`config.mk`:
```
export PLATFORM = sky130hd
export DESIGN_NAME = uart_loopback_router
export DESIGN_NICKNAME = d
export VERILOG_FILES = /design/src/rtl/uart_lb_pkg.sv /design/src/rtl/lb_mode_reg.sv /design/src/rtl/lb_serial_route.sv /design/src/rtl/lb_modem_route.sv /design/src/rtl/uart_loopback_router.sv
export SDC_FILE = /design/constraint.sdc
export NUM_CORES = 1
export LEC_CHECK = 0
export BUFFER_PORTS_ARGS = -buffer_cell sky130_fd_sc_hd__buf_2
export CAP_MARGIN = 20
export CORE_AREA = 2 2 39 41
export CTS_CLUSTER_SIZE = 10
export DETAILED_ROUTE_END_ITERATION = 10
export DIE_AREA = 0 0 41 43
export GPL_TIMING_DRIVEN = 0
export PLACE_DENSITY = 0.45
export SYNTH_ARGS = -nofsm -noshare
export SYNTH_HDL_FRONTEND = slang
export SYNTH_SLANG_ARGS = --single-unit
export TNS_END_PERCENT = 10
```
`constraint.sdc`:
```
create_clock -name clk -period 1.3 [get_ports clk]
set_input_delay 0 -clock clk [delete_from_list [all_inputs] [get_ports clk]]
set_output_delay 0 -clock clk [all_outputs]
set_load 0.005 [all_outputs]
```
`src/rtl/uart_lb_pkg.sv`:
```
package uart_lb_pkg;

    localparam int MDM_W = 4;

    // status bit positions (core side and pin side)
    localparam int ST_CTS = 0;
    localparam int ST_DSR = 1;
    localparam int ST_RI  = 2;
    localparam int ST_DCD = 3;

    // control bit positions
    localparam int CT_DTR  = 0;
    localparam int CT_RTS  = 1;
    localparam int CT_OUT1 = 2;
    localparam int CT_OUT2 = 3;

    typedef enum logic {
        MODE_NORMAL = 1'b0,
        MODE_LOOP   = 1'b1
    } lb_mode_e;

    typedef struct packed {
        logic                 ser;
        logic [MDM_W-1:0]     mdm;
    } lb_side_t;

    // which control bit feeds a given status bit in loop-back
    function automatic int loop_src(input int st);
        case (st)
            ST_CTS:  return CT_DTR;
            ST_DSR:  return CT_RTS;
            ST_RI:   return CT_OUT1;
            default: return CT_OUT2;
        endcase
    endfunction

    // active-low pin level to active-high internal level
    function automatic logic pin_to_int(input logic p);
        return ~p;
    endfunction

    // active-high internal level to active-low pin level
    function automatic logic int_to_pin(input logic v);
        return ~v;
    endfunction

endpackage

```
`src/rtl/lb_mode_reg.sv`:
```
module lb_mode_reg
    import uart_lb_pkg::*;
(
    input  logic     clk,
    input  logic     rst,
    input  logic     loop_req,
    output lb_mode_e mode_q
);

    always_ff @(posedge clk) begin
        if (rst) begin
            mode_q <= MODE_NORMAL;
        end else begin
            mode_q <= loop_req ? MODE_LOOP : MODE_NORMAL;
        end
    end


    mode_follows_req_chk: assert property (@(posedge clk) disable iff (rst)
        !$past(rst) |-> ((mode_q == MODE_LOOP) == $past(loop_req)));

endmodule

```
`src/rtl/lb_serial_route.sv`:
```
module lb_serial_route
    import uart_lb_pkg::*;
(
    input  lb_mode_e mode,
    input  logic     core_tx,
    input  logic     rx_pin,
    output logic     core_rx,
    output logic     tx_pin
);

    localparam logic MARK = 1'b1;

    always_comb begin
        if (mode == MODE_LOOP) begin
            core_rx = core_tx;
            tx_pin  = MARK;
        end else begin
            core_rx = rx_pin;
            tx_pin  = core_tx;
        end
    end

endmodule

```
`src/rtl/lb_modem_route.sv`:
```
module lb_modem_route
    import uart_lb_pkg::*;
#(
    parameter int W = MDM_W
) (
    input  lb_mode_e       mode,
    input  logic [W-1:0]   mcr_low,
    input  logic [W-1:0]   mdm_n,
    output logic [W-1:0]   msr_in,
    output logic [W-1:0]   ctl_n
);

    localparam logic INACTIVE_PIN = 1'b1;

    for (genvar g = 0; g < W; g++) begin : g_bit
        localparam int SRC = loop_src(g);

        always_comb begin
            if (mode == MODE_LOOP) begin
                msr_in[g] = mcr_low[SRC];
                ctl_n[g]  = INACTIVE_PIN;
            end else begin
                msr_in[g] = pin_to_int(mdm_n[g]);
                ctl_n[g]  = int_to_pin(mcr_low[g]);
            end
        end
    end

endmodule

```
`src/rtl/uart_loopback_router.sv`:
```
module uart_loopback_router
    import uart_lb_pkg::*;
(
    input  logic             clk,
    input  logic             rst,
    input  logic             loop_en,
    input  logic [MDM_W-1:0] mcr_low,
    input  logic             core_tx,
    input  logic             rx_pin,
    input  logic [MDM_W-1:0] mdm_n,
    output logic             core_rx,
    output logic             tx_pin,
    output logic [MDM_W-1:0] msr_in,
    output logic [MDM_W-1:0] ctl_n,
    output logic             loop_active
);

    lb_mode_e mode;
    lb_side_t core_side;

    lb_mode_reg u_mode (
        .clk      (clk),
        .rst      (rst),
        .loop_req (loop_en),
        .mode_q   (mode)
    );

    lb_serial_route u_ser (
        .mode    (mode),
        .core_tx (core_tx),
        .rx_pin  (rx_pin),
        .core_rx (core_side.ser),
        .tx_pin  (tx_pin)
    );

    lb_modem_route #(.W(MDM_W)) u_mdm (
        .mode    (mode),
        .mcr_low (mcr_low),
        .mdm_n   (mdm_n),
        .msr_in  (core_side.mdm),
        .ctl_n   (ctl_n)
    );

    assign core_rx     = core_side.ser;
    assign msr_in      = core_side.mdm;
    assign loop_active = (mode == MODE_LOOP);


    reset_normal_chk: assert property (@(posedge clk)
        $past(rst) |-> !loop_active);


    normal_serial_chk: assert property (@(posedge clk) disable iff (rst)
        !loop_active |-> (core_rx == rx_pin && tx_pin == core_tx));


    normal_status_chk: assert property (@(posedge clk) disable iff (rst)
        !loop_active |-> (msr_in == ~mdm_n));


    normal_ctl_chk: assert property (@(posedge clk) disable iff (rst)
        !loop_active |-> (ctl_n == ~mcr_low));


    loop_serial_chk: assert property (@(posedge clk) disable iff (rst)
        loop_active |-> (core_rx == core_tx && tx_pin));


    loop_status_chk: assert property (@(posedge clk) disable iff (rst)
        loop_active |-> (msr_in[ST_CTS] == mcr_low[CT_DTR] &&
                         msr_in[ST_DSR] == mcr_low[CT_RTS] &&
                         msr_in[ST_RI]  == mcr_low[CT_OUT1] &&
                         msr_in[ST_DCD] == mcr_low[CT_OUT2]));


    loop_ctl_idle_chk: assert property (@(posedge clk) disable iff (rst)
        loop_active |-> (&ctl_n));

endmodule

```
# After elaboration in Yosys (flattened, before gate mapping)
# Cells that the tools add are included.
# totals
regBits,1
input_bits,13
out_inout_bits,11
word_cells,20
# classes
n_mux,11
bitwise_logic,8
# ops
operator,count
1-bit 2-to-1 mux,11
1-bit inverter,8

# Longest topological paths before layout
# logic_depth
ltp_word,2
mapped_depth,3
depth_no_buf,2

# By module
# Synthesis repeated with hierarchy kept, for this count alone.
# unflattened
hier_cells,17
area_unflattened_um2,141.4
# modules_own_cells
module,instances,cells_per_inst,area_per_inst_um2,seq_area_each_um2
lb_modem_route,1,13,86.3,0.0
lb_mode_reg,1,2,33.8,20.0
lb_serial_route,1,2,21.3,0.0

# Worst setup path before layout
# No wires, ideal clock.
# synth_timing
path_type,register to output
start,register u_mode.mode_q
end,output port msr_in[0]
arrival_time_ns,0.704
required_ns,1.300
path_slack_ns,0.596
path_stages_with_launch,3
n_path_buf,1
cell_sequence,dfxtp_1 buf_6 mux2i_1
# synth_between
elab_chain_len,1
# synth_lines
item,line_no,text
"start, declared",lb_mode_reg.sv:7,output lb_mode_e mode_q
"start signal, assigned",lb_mode_reg.sv:14,mode_q <= loop_req ? MODE_LOOP : MODE_NORMAL;
1-bit 2-to-1 mux,lb_modem_route.sv:19,if (mode == MODE_LOOP) begin
"end, declared",uart_loopback_router.sv:13,"output logic [MDM_W-1:0] msr_in,"
# Every way passes these cells.

# Worst setup path in the final report
# Same ends and word-level chain as after synthesis.

==> metrics.md <==
| Metric | Value |
|---|---|
| Status | `complete, no violations` |
| Worst hold slack | `0.158 ns` |
| Pre-Repair DR Iteration Count | `1` |
| Compound-cell area share of the yosys netlist | `0.0385` |
| Remaining antenna violation count after routing | `0` |
| Post-layout minimum cycle time | `0.801 ns` |
| Starting DRT DRC Count | `0` |
| Fin worst setup slack | `0.499 ns` |
| DRC violation count after routing | `0` |
| Post-CTS repair timing setup buffer count | `0` |
| I/O pins | `24` |
| Relative slew slack | `0.926` |
| Biggest fanout along the worst timing path | `10` |
| Leading registers by flop count | `u_mode.mode_q: 1 flops` |
| Total of warnings raised by yosys | `0` |
| N_diodes | `0` |
| Lkg Pwr | `0.154 nW` |
| Global placement routability congestion | `0.543` |
| Total Negative Setup Slacks | `0 ns` |
| Number of fillers in the final layout | `155` |
| Setup slack after placement | `0.485 ns` |
| Power per standard cell area | `394 mW/mm²` |
| Hpwl dp | `330 µm` |
| Req. time, crit path | `1.30 ns` |
| Mapped Area | `130 µm²` |
| Worst Hold Path Cells | `2` |
| Kind of end point of the critical path | `output port` |
| Signed area change from the synthesized netlist to the final layout | `104%` |
| Share of the core filled with cells | `0.192` |
| Synth Net Count | `30` |
| Routed WL | `354 µm` |
| Number of flip-flops in the largest register | `1` |
| Flip-flop and latch count after synthesis | `1` |
| Max-slew violation count | `0` |
| Top achievable clock speed | `1.25 GHz` |
| Routed via count | `188` |
| Setup CP Type | `reg -> out` |
| Post-detailed-route wirelength per cell | `6.32 µm` |
| Startpoint kind of the worst setup timing path | `flop` |
| Cells after synthesis | `17` |
| Antenna violations before repair | `0` |
| Register name with the most flops | `u_mode.mode_q` |
| Post-CTS Resized | `0` |
| GRT Residual Overflow | `0` |
| Cell Area, Placed | `265 µm²` |
| Adder-cell share of the synthesized area | `0` |
| Setup repair after global routing missed its margin | `false` |
| Global-route wire length before repair | `434 µm` |
| Die span in x | `41 µm` |
| Simple-gate area share of the yosys netlist | `0.317` |
| Main combinational cell family by area after synthesis | `multiplexers` |
| Number of port buffers | `23` |
| Max IR drop VDD | `0.189 mV` |
| Net total in the final layout | `55` |
| Critical path arrival | `0.80 ns` |
| Total core area | `0.00138 mm²` |
| Proportion of layout cells with a drive suffix above 1 | `0.600` |
| Largest net degree at the start of global routing | `11` |
| Max-cap violations | `0` |
| XOR/XNOR share of the synthesized area | `0` |
| Number of failing hold endpoints at the final stage | `0` |
| Chip Height | `43 µm` |
| Count of final setup violators | `0` |
| Vias per inst | `3.36` |
| Clock-pin slew on the worst setup and hold paths | `0 ns` |
| Hold/Removal Path Class | `in -> reg` |
| Hold-fix buffers at CTS | `0` |
| Period Utilization, post-route | `0.616` |
| Starting utilization of the core area | `0.0940` |
| Area of the die | `0.00176 mm²` |
| Site Rows | `14` |
| Sequential-to-total area share from yosys stat | `0.154` |
| Number of global-route vias before repair | `129` |
| Transition time at the pin with the least slew margin | `0.108 ns` |
| Mapped Avg Cell Area | `7.65 µm²` |
| Total routing usage reported by global routing | `0.0320` |
| Synth unique cells | `10` |
| Fin area | `265 µm²` |
| Mux contribution to synthesized area | `0.317` |
cells by family after synthesis:
kind of cell | after synthesis
and+or+nand+nor | 7
muxes | 4
buffers and inverters | 4
AOI/OAI and AO/OA | 1
DFF | 1
final timing paths:
check / from / to / slack (ns)
worst max-delay path: u_mode.mode_q / msr_in[0] / 0.50
worst min-delay path: rst / u_mode.mode_q / 0.16
cell usage after synthesis:
master,count,share of area
nand2b_1,4,0.19
inv_1,3,0.087
mux2i_1,3,0.23
buf_6,1,0.087
dfxtp_1,1,0.15
mux2_1,1,0.087
nand2_1,1,0.029
nor2b_1,1,0.048
o21ai_1,1,0.038
or2_1,1,0.048
report_power, final:
part	total [W]	switching, W	internal [W]
Clock	0	0	0
Combinational	0.0000699	0.0000269	0.0000431
Sequential	0.0000346	0.00000158	0.0000330
layer usage:
metal,track usage,vias up,part of all wire
met5,0,-,0
met4,0,0,0
met3,0,0,0.12
met2,0.0750,11,0.55
met1,0.0254,79,0.32
li1,-,98,-
placed cells by master (no fill, tap or decap):
master    synthesis  final
nand2_1           1      1
mux2i_1           3      3
dfxtp_1           1      1
inv_1             3      3
o21ai_1           1      1
buf_2             0     23
or2_1             1      1
mux2_1            1      1
nor2b_1           1      1
buf_6             1      1
nand2b_1          4      4
layout make-up:
type / instances / area [µm²] / area share
Multi-Input combinational cell: 12 / 87.6 / 0.330
Sequential cell: 1 / 20.0 / 0.0755
Inverter: 3 / 11.3 / 0.0425
Tap cell: 16 / 20.0 / 0.0755
Buffer: 1 / 11.3 / 0.0425
Timing Repair Buffer: 23 / 115 / 0.434
metrics by stage:
step	instances	total power [W]
floorplan	17	0.0000639
global placement	56	0.000104
detailed placement	56	0.000106
CTS	56	0.000106
global route	56	0.000113
finish	56	0.000105
worst max-delay path, stage by stage, from the launching register on:
cell	delay [ns]
dfxtp_1	0.35
buf_6	0.15
mux2i_1	0.17
buf_2	0.13
Power figures use the tool's default switching activity.
